## src/rtl/spi_cpha1_pkg.sv

```systemverilog
package spi_cpha1_pkg;

    typedef enum logic [1:0] {
        ST_DESEL       = 2'd0,
        ST_AWAIT_LEAD  = 2'd1,
        ST_AWAIT_TRAIL = 2'd2
    } link_state_e;

endpackage

```

## src/rtl/spi_sync_bank.sv

```systemverilog
module spi_sync_bank #(
    parameter int               W       = 3,
    parameter int               STAGES  = 2,
    parameter logic [W-1:0]     RST_VAL = '0
) (
    input  logic         clk,
    input  logic         rst_n,
    input  logic [W-1:0] d,
    output logic [W-1:0] q
);
    logic [STAGES-1:0][W-1:0] chain;

    always_ff @(posedge clk or negedge rst_n) begin
        if (!rst_n) begin
            for (int i = 0; i < STAGES; i++) chain[i] <= RST_VAL;
        end else begin
            chain[0] <= d;
            for (int i = 1; i < STAGES; i++) chain[i] <= chain[i-1];
        end
    end

    assign q = chain[STAGES-1];
endmodule

```

## src/rtl/spi_clk_edges.sv

```systemverilog
module spi_clk_edges (
    input  logic clk,
    input  logic rst_n,
    input  logic sck_s,
    input  logic cpol,
    output logic lead,
    output logic trail
);
    logic norm, norm_q;

    assign norm = sck_s ^ cpol;

    always_ff @(posedge clk or negedge rst_n) begin
        if (!rst_n) norm_q <= 1'b0;
        else        norm_q <= norm;
    end

    assign lead  = norm & ~norm_q;
    assign trail = ~norm & norm_q;
endmodule

```

## src/rtl/spi_shift_path.sv

```systemverilog
module spi_shift_path #(
    parameter int FRAME_BITS = 8
) (
    input  logic                  clk,
    input  logic                  rst_n,
    input  logic [FRAME_BITS-1:0] tx_hold,
    input  logic                  frame_start,
    input  logic                  shift_next,
    input  logic                  sample,
    input  logic                  frame_end,
    input  logic                  mosi_s,
    output logic                  miso_bit,
    output logic [FRAME_BITS-1:0] rx_byte,
    output logic                  rx_strobe
);
    logic [FRAME_BITS-1:0] tx_sh;
    logic [FRAME_BITS-1:0] rx_sh;

    always_ff @(posedge clk or negedge rst_n) begin
        if (!rst_n) begin
            tx_sh <= '0;
        end else if (frame_start) begin
            tx_sh <= tx_hold;
        end else if (shift_next) begin
            tx_sh <= {tx_sh[FRAME_BITS-2:0], 1'b0};
        end
    end

    always_ff @(posedge clk or negedge rst_n) begin
        if (!rst_n) begin
            rx_sh     <= '0;
            rx_byte   <= '0;
            rx_strobe <= 1'b0;
        end else begin
            rx_strobe <= 1'b0;
            if (sample) begin
                rx_sh <= {rx_sh[FRAME_BITS-2:0], mosi_s};
                if (frame_end) begin
                    rx_byte   <= {rx_sh[FRAME_BITS-2:0], mosi_s};
                    rx_strobe <= 1'b1;
                end
            end
        end
    end

    assign miso_bit = tx_sh[FRAME_BITS-1];

    // outgoing bit changes only in the cycle after a taken leading edge
    assert_miso_hold_R3: assert property (@(posedge clk) disable iff (!rst_n)
        !(frame_start || shift_next) |=> $stable(miso_bit));
endmodule

```

## src/rtl/spi_cpha1_slave.sv

```systemverilog
module spi_cpha1_slave
    import spi_cpha1_pkg::*;
#(
    parameter int FRAME_BITS  = 8,
    parameter int SYNC_STAGES = 2
) (
    input  logic                  clk,
    input  logic                  rst_n,
    input  logic                  cpol,
    input  logic                  sck,
    input  logic                  mosi,
    input  logic                  ss_n,
    output logic                  miso,
    output logic                  miso_oe,
    input  logic [FRAME_BITS-1:0] tx_data,
    input  logic                  tx_load,
    output logic [FRAME_BITS-1:0] rx_data,
    output logic                  rx_valid,
    output logic                  tx_underrun
);
    localparam int                CNT_W    = $clog2(FRAME_BITS);
    localparam logic [CNT_W-1:0]  LAST_BIT = CNT_W'(FRAME_BITS - 1);

    logic sck_s, mosi_s, ss_s;
    logic lead, trail;

    spi_sync_bank #(.W(3), .STAGES(SYNC_STAGES), .RST_VAL(3'b100)) u_sync (
        .clk   (clk),
        .rst_n (rst_n),
        .d     ({ss_n, mosi, sck}),
        .q     ({ss_s, mosi_s, sck_s})
    );

    spi_clk_edges u_edges (
        .clk   (clk),
        .rst_n (rst_n),
        .sck_s (sck_s),
        .cpol  (cpol),
        .lead  (lead),
        .trail (trail)
    );

    link_state_e      state, state_nx;
    logic [CNT_W-1:0] bit_cnt;
    logic             frame_start, shift_next, sample, frame_end;
    logic [FRAME_BITS-1:0] tx_hold;
    logic             fresh;

    // state register
    always_ff @(posedge clk or negedge rst_n) begin
        if (!rst_n) state <= ST_DESEL;
        else        state <= state_nx;
    end

    // next state
    always_comb begin
        state_nx = state;
        if (ss_s) begin
            state_nx = ST_DESEL;                         // abort
        end else begin
            unique case (state)
                ST_DESEL:       state_nx = ST_AWAIT_LEAD;                       // select_drop
                ST_AWAIT_LEAD:  if (lead)  state_nx = ST_AWAIT_TRAIL;           // lead_taken
                ST_AWAIT_TRAIL: if (trail) state_nx = ST_AWAIT_LEAD;            // trail_taken
                default:        state_nx = ST_DESEL;
            endcase
        end
    end

    // outputs of the state machine
    always_comb begin
        frame_start = 1'b0;
        shift_next  = 1'b0;
        sample      = 1'b0;
        frame_end   = 1'b0;
        if (!ss_s) begin
            unique case (state)
                ST_AWAIT_LEAD: begin
                    frame_start = lead && (bit_cnt == '0);
                    shift_next  = lead && (bit_cnt != '0);
                end
                ST_AWAIT_TRAIL: begin
                    sample    = trail;
                    frame_end = trail && (bit_cnt == LAST_BIT);
                end
                default: ;
            endcase
        end
    end

    always_ff @(posedge clk or negedge rst_n) begin
        if (!rst_n)      bit_cnt <= '0;
        else if (ss_s)   bit_cnt <= '0;
        else if (sample) bit_cnt <= (bit_cnt == LAST_BIT) ? '0 : bit_cnt + 1'b1;
    end

    always_ff @(posedge clk or negedge rst_n) begin
        if (!rst_n) begin
            tx_hold     <= '0;
            fresh       <= 1'b0;
            tx_underrun <= 1'b0;
        end else begin
            tx_underrun <= frame_start && !fresh;
            if (tx_load)          fresh <= 1'b1;
            else if (frame_start) fresh <= 1'b0;
            if (tx_load) tx_hold <= tx_data;
        end
    end

    spi_shift_path #(.FRAME_BITS(FRAME_BITS)) u_path (
        .clk         (clk),
        .rst_n       (rst_n),
        .tx_hold     (tx_hold),
        .frame_start (frame_start),
        .shift_next  (shift_next),
        .sample      (sample),
        .frame_end   (frame_end),
        .mosi_s      (mosi_s),
        .miso_bit    (miso),
        .rx_byte     (rx_data),
        .rx_strobe   (rx_valid)
    );

    assign miso_oe = !ss_n;

    assert_valid_pulse_R2: assert property (@(posedge clk) disable iff (!rst_n)
        rx_valid |=> !rx_valid);

    assert_underrun_pulse_R9: assert property (@(posedge clk) disable iff (!rst_n)
        tx_underrun |=> !tx_underrun);

    assert_cnt_clear_R7: assert property (@(posedge clk) disable iff (!rst_n)
        (state == ST_DESEL) |-> (bit_cnt == '0));

    assert_valid_after_trail_R11: assert property (@(posedge clk) disable iff (!rst_n)
        rx_valid |-> $past(state == ST_AWAIT_TRAIL));
endmodule

```

## config.mk

```make
export PLATFORM = sky130hd
export DESIGN_NAME = spi_cpha1_slave
export DESIGN_NICKNAME = d
export VERILOG_FILES = /design/src/rtl/spi_cpha1_pkg.sv /design/src/rtl/spi_sync_bank.sv /design/src/rtl/spi_clk_edges.sv /design/src/rtl/spi_shift_path.sv /design/src/rtl/spi_cpha1_slave.sv
export SDC_FILE = /design/constraint.sdc
export NUM_CORES = 1
export LEC_CHECK = 0
export ABC_AREA = 1
export BUFFER_PORTS_ARGS = -buffer_cell sky130_fd_sc_hd__buf_2
export CORE_AREA = 3 3 79 51
export CTS_CLUSTER_SIZE = 24
export DETAILED_ROUTE_END_ITERATION = 10
export DIE_AREA = 0 0 82 54
export PLACE_DENSITY = 0.8
export SLEW_MARGIN = 30
export SYNTH_ARGS = -nofsm -noshare
export SYNTH_HDL_FRONTEND = slang
export SYNTH_SLANG_ARGS = --single-unit
export TNS_END_PERCENT = 1
```

## constraint.sdc

```tcl
create_clock -name clk -period 3.8 [get_ports clk]
set_clock_uncertainty 0.1 [all_clocks]
set_input_delay 0.38 -clock clk [delete_from_list [all_inputs] [get_ports clk]]
set_output_delay 0.38 -clock clk [all_outputs]
set_load 0.01 [all_outputs]
```

Word level (Yosys, flattened, before mapping)

Index checks and enable logic that the tools add are counted.

Logic and storage cells: 58
Bits of input ports: 15
Register bits: 46
Output and inout port bits: 12

Bitwise gates (word level): 5
Add/sub/neg operators: 1
Mux-type cells: 21
Equal/unequal tests: 5
Reduce and logical (&&, ||, !) cells: 14

Operators by type and width:

| cell                | count |
|---|---|
| $mux 8              | 2 |
| $mux 1              | 12 |
| $mux 3              | 3 |
| $mux 2              | 3 |
| $ne 3x2->1 const B  | 2 |
| $pmux 2 s3          | 1 |
| $reduce_bool 2->1   | 3 |
| $logic_and 1x1->1   | 4 |
| $reduce_and 2->1    | 2 |
| $add 3x1->3 const B | 1 |
| $eq 3x3->1 const B  | 1 |
| $logic_not 3->1     | 1 |
| $reduce_bool 3->1   | 1 |
| $and 1x1->1         | 2 |
| $eq 2x1->1 const B  | 1 |
| $eq 2x2->1 const B  | 1 |
| $logic_not 1->1     | 2 |
| $logic_not 2->1     | 1 |
| $not 1->1           | 2 |
| $xor 1x1->1         | 1 |

Depth between registers and ports, before layout

Word-level depth: 8
Mapped depth: 9

Cells and area by module

A second synthesis with hierarchy kept.

Cells, all modules: 204
Area total of the unflattened synthesis: 1,908.1 µm²

By module, submodules not included:

| module          | area each (µm²) | cells each | seq. area each (µm²) | times used |
|---|---|---|---|---|
| spi_shift_path  | 974.7           | 101        | 600.6                | 1 |
| spi_cpha1_slave | 686.9           | 82         | 375.4                | 1 |
| spi_sync_bank   | 175.2           | 9          | 152.6                | 1 |
| spi_clk_edges   | 71.3            | 12         | 25.0                 | 1 |

Worst setup path after synthesis

OpenSTA, ideal clock, no wires.

Path kind: reg-to-reg
Start point: register bit_cnt[0]
End point: register u_path.rx_byte[0]
Setup slack: 2.331 ns
Setup time: 0.118 ns
Data arrival time: 1.251 ns
Required time: 3.582 ns
Cell stages (with the launch flop): 7
Path through: dfrtp_1 > ha_1 > ha_1 > clkbuf_1 > nand4_2 > nand2_1 > nand2_1

Word-level cells in the longest chain between the ends: 5

Ends and longest elaborated chain:

| item                       | line                  | RTL |
|---|---|---|
| from (decl)                | spi_cpha1_slave.sv:44 | `logic [CNT_W-1:0] bit_cnt;` |
| from (signal assigned)     | spi_cpha1_slave.sv:94 | `else if (sample) bit_cnt <= (bit_cnt == LAST_BIT) ? '0 : bit_cnt + 1'b1;` |
| $eq 3x3->1                 | spi_cpha1_slave.sv:84 | `frame_end = trail && (bit_cnt == LAST_BIT);` |
| $logic_and 1x1->1          | spi_cpha1_slave.sv:84 |  |
| $mux 1                     | spi_cpha1_slave.sv:77 | `unique case (state)` |
| $mux 1                     | spi_cpha1_slave.sv:76 | `if (!ss_s) begin` |
| $reduce_and 2->1 (no line) | -                     |  |
| to (signal assigned)       | spi_shift_path.sv:39  | `rx_byte <= {rx_sh[FRAME_BITS-2:0], mosi_s};` |
| to (decl)                  | spi_shift_path.sv:13  | `output logic [FRAME_BITS-1:0] rx_byte,` |

No other way between the ends.
A chain may end at the register's enable or synchronous reset.

Worst setup path in the final report

Start point: register u_sync.chain, in the netlist u_sync.q[2]
End point: register u_path.rx_byte[7]

Word-level cells in the longest chain between the ends: 2

Ends and longest elaborated chain:

| item                         | line                  | RTL |
|---|---|---|
| from (decl)                  | spi_sync_bank.sv:11   | `logic [STAGES-1:0][W-1:0] chain;` |
| $mux 1                       | spi_cpha1_slave.sv:76 |  |
| $reduce_and 2->1 (no line) * | -                     |  |

Mark *: on every way between the ends. The rest lies on a longest branch, timed or not.

==> impl_metrics.yaml <==
run_status:
  status: "finished, final reports clean"
placed_design:
  place_area_sq_mm: 0.00214
  gp_congestion: 0.791
  dp_hpwl_microns: 2400
  place_ws_ns: 1.92
  dpl.cell_count: 296
  port_buffers: 26
hold_path:
  hold_class: "input port to register"
  holdCritStartpoint: "ss_n"
layout:
  stdcell_count: 305
  layout.nets: 277
  finish.instance_area_sq_mm: 0.00225
  drive_above_1_share_pct: 18.1
  area_growth_syn_to_layout_pct: 13.1
  fill_cells: 256
  diodes: 0
grt:
  grtUsageMet3_pct: 5.02
  grt-ovfl-total: 0
  antenna_found_initial: 0
  grt_usage_pct: 18.0
  grt_pass1_wl_microns: 5750
  grt_max_degree: 47
  grt-busiest-layer: "met1"
  grtUsageMet2_pct: 24.0
  grt_use_met1_pct: 26.7
  grt_pass1_vias: 1234
critical_path:
  cp_slowest_cell: "nor2_2"
  crit-reg2reg-launch: "u_sync.q[2]$_DFF_PN1_"
  required_ns: 3.89
  cp_max_fo: 21
  max_stage_delay_ns: 0.57
  startpoint: "u_sync.q[2]$_DFF_PN1_"
  end_kind: "register"
  critical_path_class: "register to register"
  start_kind: "register"
  worst_ep_arrival_time_ns: 2.00
  cp_cell_sequence: "inv_2, nand2_1, nor2_2, nand4_2, nand2_1, nand2_1"
  crit_top_cell: "nand2_1"
synthesis:
  yosys.area.top_type: "dfrtp_1"
  ys_warn_count: 0
  ys.flop_type: "dfrtp_1"
  synth_top_area_share_pct: 55.4
  synth_cell_type_count: 22
  syn-instance-count: 231
  ys_seq_area_share_pct: 58.0
  synth_fp_nets: 249
  synth.area.top_cells: "dfrtp_1 (55%), nand2_1 (18%), inv_1 (5.9%)"
  syn_area_sq_mm: 0.00199
  avgSynthCellArea_sq_um: 8.61
  synth_most_common_cell: "nand2_1"
  ys_ff_latch: 46
  synth_commonest_cells: "nand2_1 (95), dfrtp_1 (44), inv_1 (31), nand3_1 (13)"
  async_flop_share_pct: 100
  synth_edf_count: 0
sta:
  setup-violations-final: 0
  timing.final.crit_share_pct: 50.3
  slew_viol_final: 0
  setup-tns-final_ns: 0
  slew_headroom_pct: 51.0
  hold_viol: 0
  fin_ws_ns: 1.89
  worst_pin_slew_ns: 0.734
  rsz0062_at_grt: "no"
  period_needed_ns: 1.91
  max_freq_mhz: 523
routing:
  detail-route-antenna-nets: 0
  via_per_inst: 4.70
  wirelength_microns: 3450
  vias: 1434
  drc: 0
  first_pass_iters: 4
  initialDrtViolationCount: 101
  routedWlPerCell_microns: 11.3
power:
  clockPowerShare_pct: 30.5
  pwr-share-seq_pct: 56.0
  p_switching_uw: 271
  irDropWorstVdd_v: 0.000313
  power_density_mw_per_mm2: 449
  swShare_pct: 26.9
  power.total_mw: 1.01
  p_leak_nw: 1.30
  intPower_uw: 738
  combPwrFrac_pct: 13.5
clock_tree:
  cts.sinks: 46
  cts.reportedPaths.clkPinSlew_ns: 0.09
  postCtsResizedCells: 0
  cts_root_buffer: "clkbuf_8"
  clk_latency_ns: 0.30
  clockBufferDepth: 2
  cts_tree: "done"
  h-tree-depth: 2
  postCtsSetupBuffers: 0
  cts-buffers-inserted: 5
run:
  max_cap_viol_count: 0
floorplan:
  rows: 16
  die_x_microns: 82
  start_util_pct: 60.6
  die_area_sq_mm: 0.00443
  ios: 27
  die_h_microns: 54
  fp.coreArea_sq_mm: 0.00328
## layout by cell type, fill, tap and decap left out, drive strengths merged
cell	Yosys	final
nand2	97	97
dfrtp	44	44
inv	35	35
buf	4	26
nand3	14	14
o21ai	11	11
nand4	11	11
nor2	7	7
clkbuf	2	6
ha	3	3
dfstp	2	2
a21oi	1	1
clkinv	0	1
clkinvlp	0	1
dlygate4sd3	0	1
## sequential cells by signal (all words and copies together) (netlist names)
name / count
u_edges.norm_q: 1
fresh: 1
u_path.rx_sh: 7
bit_cnt: 3
state: 2
tx_hold: 8
u_sync.q: 3
u_path.rx_strobe: 1
u_sync.chain: 3
u_path.rx_byte: 8
u_path.tx_sh: 8
tx_underrun: 1
## repair_timing
item / 4_1_cts / 5_1_grt
hold endpoints to repair: 44 / 0
setup endpoints to repair: 0 / 0
hold buffers: 1 / 0
## cells by family (layout without fill, tap and decap cells)
family	count (synthesis)	in the layout	synth area share (%)
compound gates	12	12	3.02
fa+ha+maj	3	3	1.89
simple gates	129	129	28.6
buf+inv	41	70	8.43
flops	46	46	58.0
## worst max-delay path, delay by kind of cell (launching register included)
kind | cells | cell delay (ns)
DFF | 1 | 0.37
buffers and inverters | 1 | 0.07
and+or+nand+nor | 5 | 1.24
## layout make-up
cell class                 instances  area [sq um]  share of cell area [%]
tap                               45          56.3                    2.50
clock buffer                       6          82.6                    3.67
multi-input combinational        144           669                    29.8
inverter                          35           131                    5.84
sequential                        46          1150                    51.3
clock inverter                     2          12.5                   0.556
timing repair buffer              27           143                    6.34
## path summary, 6_finish.rpt
| path | endpoint | slack [ns] | cells past startpoint |
|---|---|---|---|
| max | u_path.rx_byte[7]$_DFFE_PN0P_ | 1.89 | 6 |
| min | u_sync.chain[2]$_DFF_PN1_ | 0.08 | 1 |
| max reg2reg | u_path.rx_byte[7]$_DFFE_PN0P_ | 1.89 | 6 |
| min reg2reg | u_sync.q[0]$_DFF_PN0_ | 0.27 | 0 |
| max in group asynchronous | u_sync.chain[2]$_DFF_PN1_ | 2.70 | 2 |
| min in group asynchronous | u_path.tx_sh[7]$_DFFE_PN0P_ | 0.53 | 2 |
## power groups by stage
stage / Combinational [mW] / Sequential, mW / Clock, mW
floorplan: 0.0975 / 0.573 / 0
global placement: 0.132 / 0.574 / 0
global route: 0.163 / 0.572 / 0.339
finish: 0.137 / 0.565 / 0.308
detailed placement: 0.137 / 0.575 / 0
CTS: 0.139 / 0.565 / 0.317
## through the flow
step / util (%) / hold slack (ns)
after global routing: 68.5 / 0.0624
final: 68.5 / 0.0776
after floorplan: - / -0.0156
after global placement: 65.1 / 0.232
after CTS: 68.5 / 0.0711
after detailed placement: 65.3 / 0.249
## per-layer routing
metal	part of all wire, %	up-vias	wire, microns
met1	52	630	1800
met4	1.7	0	59
met5	0	-	0
met2	40	34	1380
li1	-	762	-
met3	6.2	8	214
(Power assumes the default switching activity.)
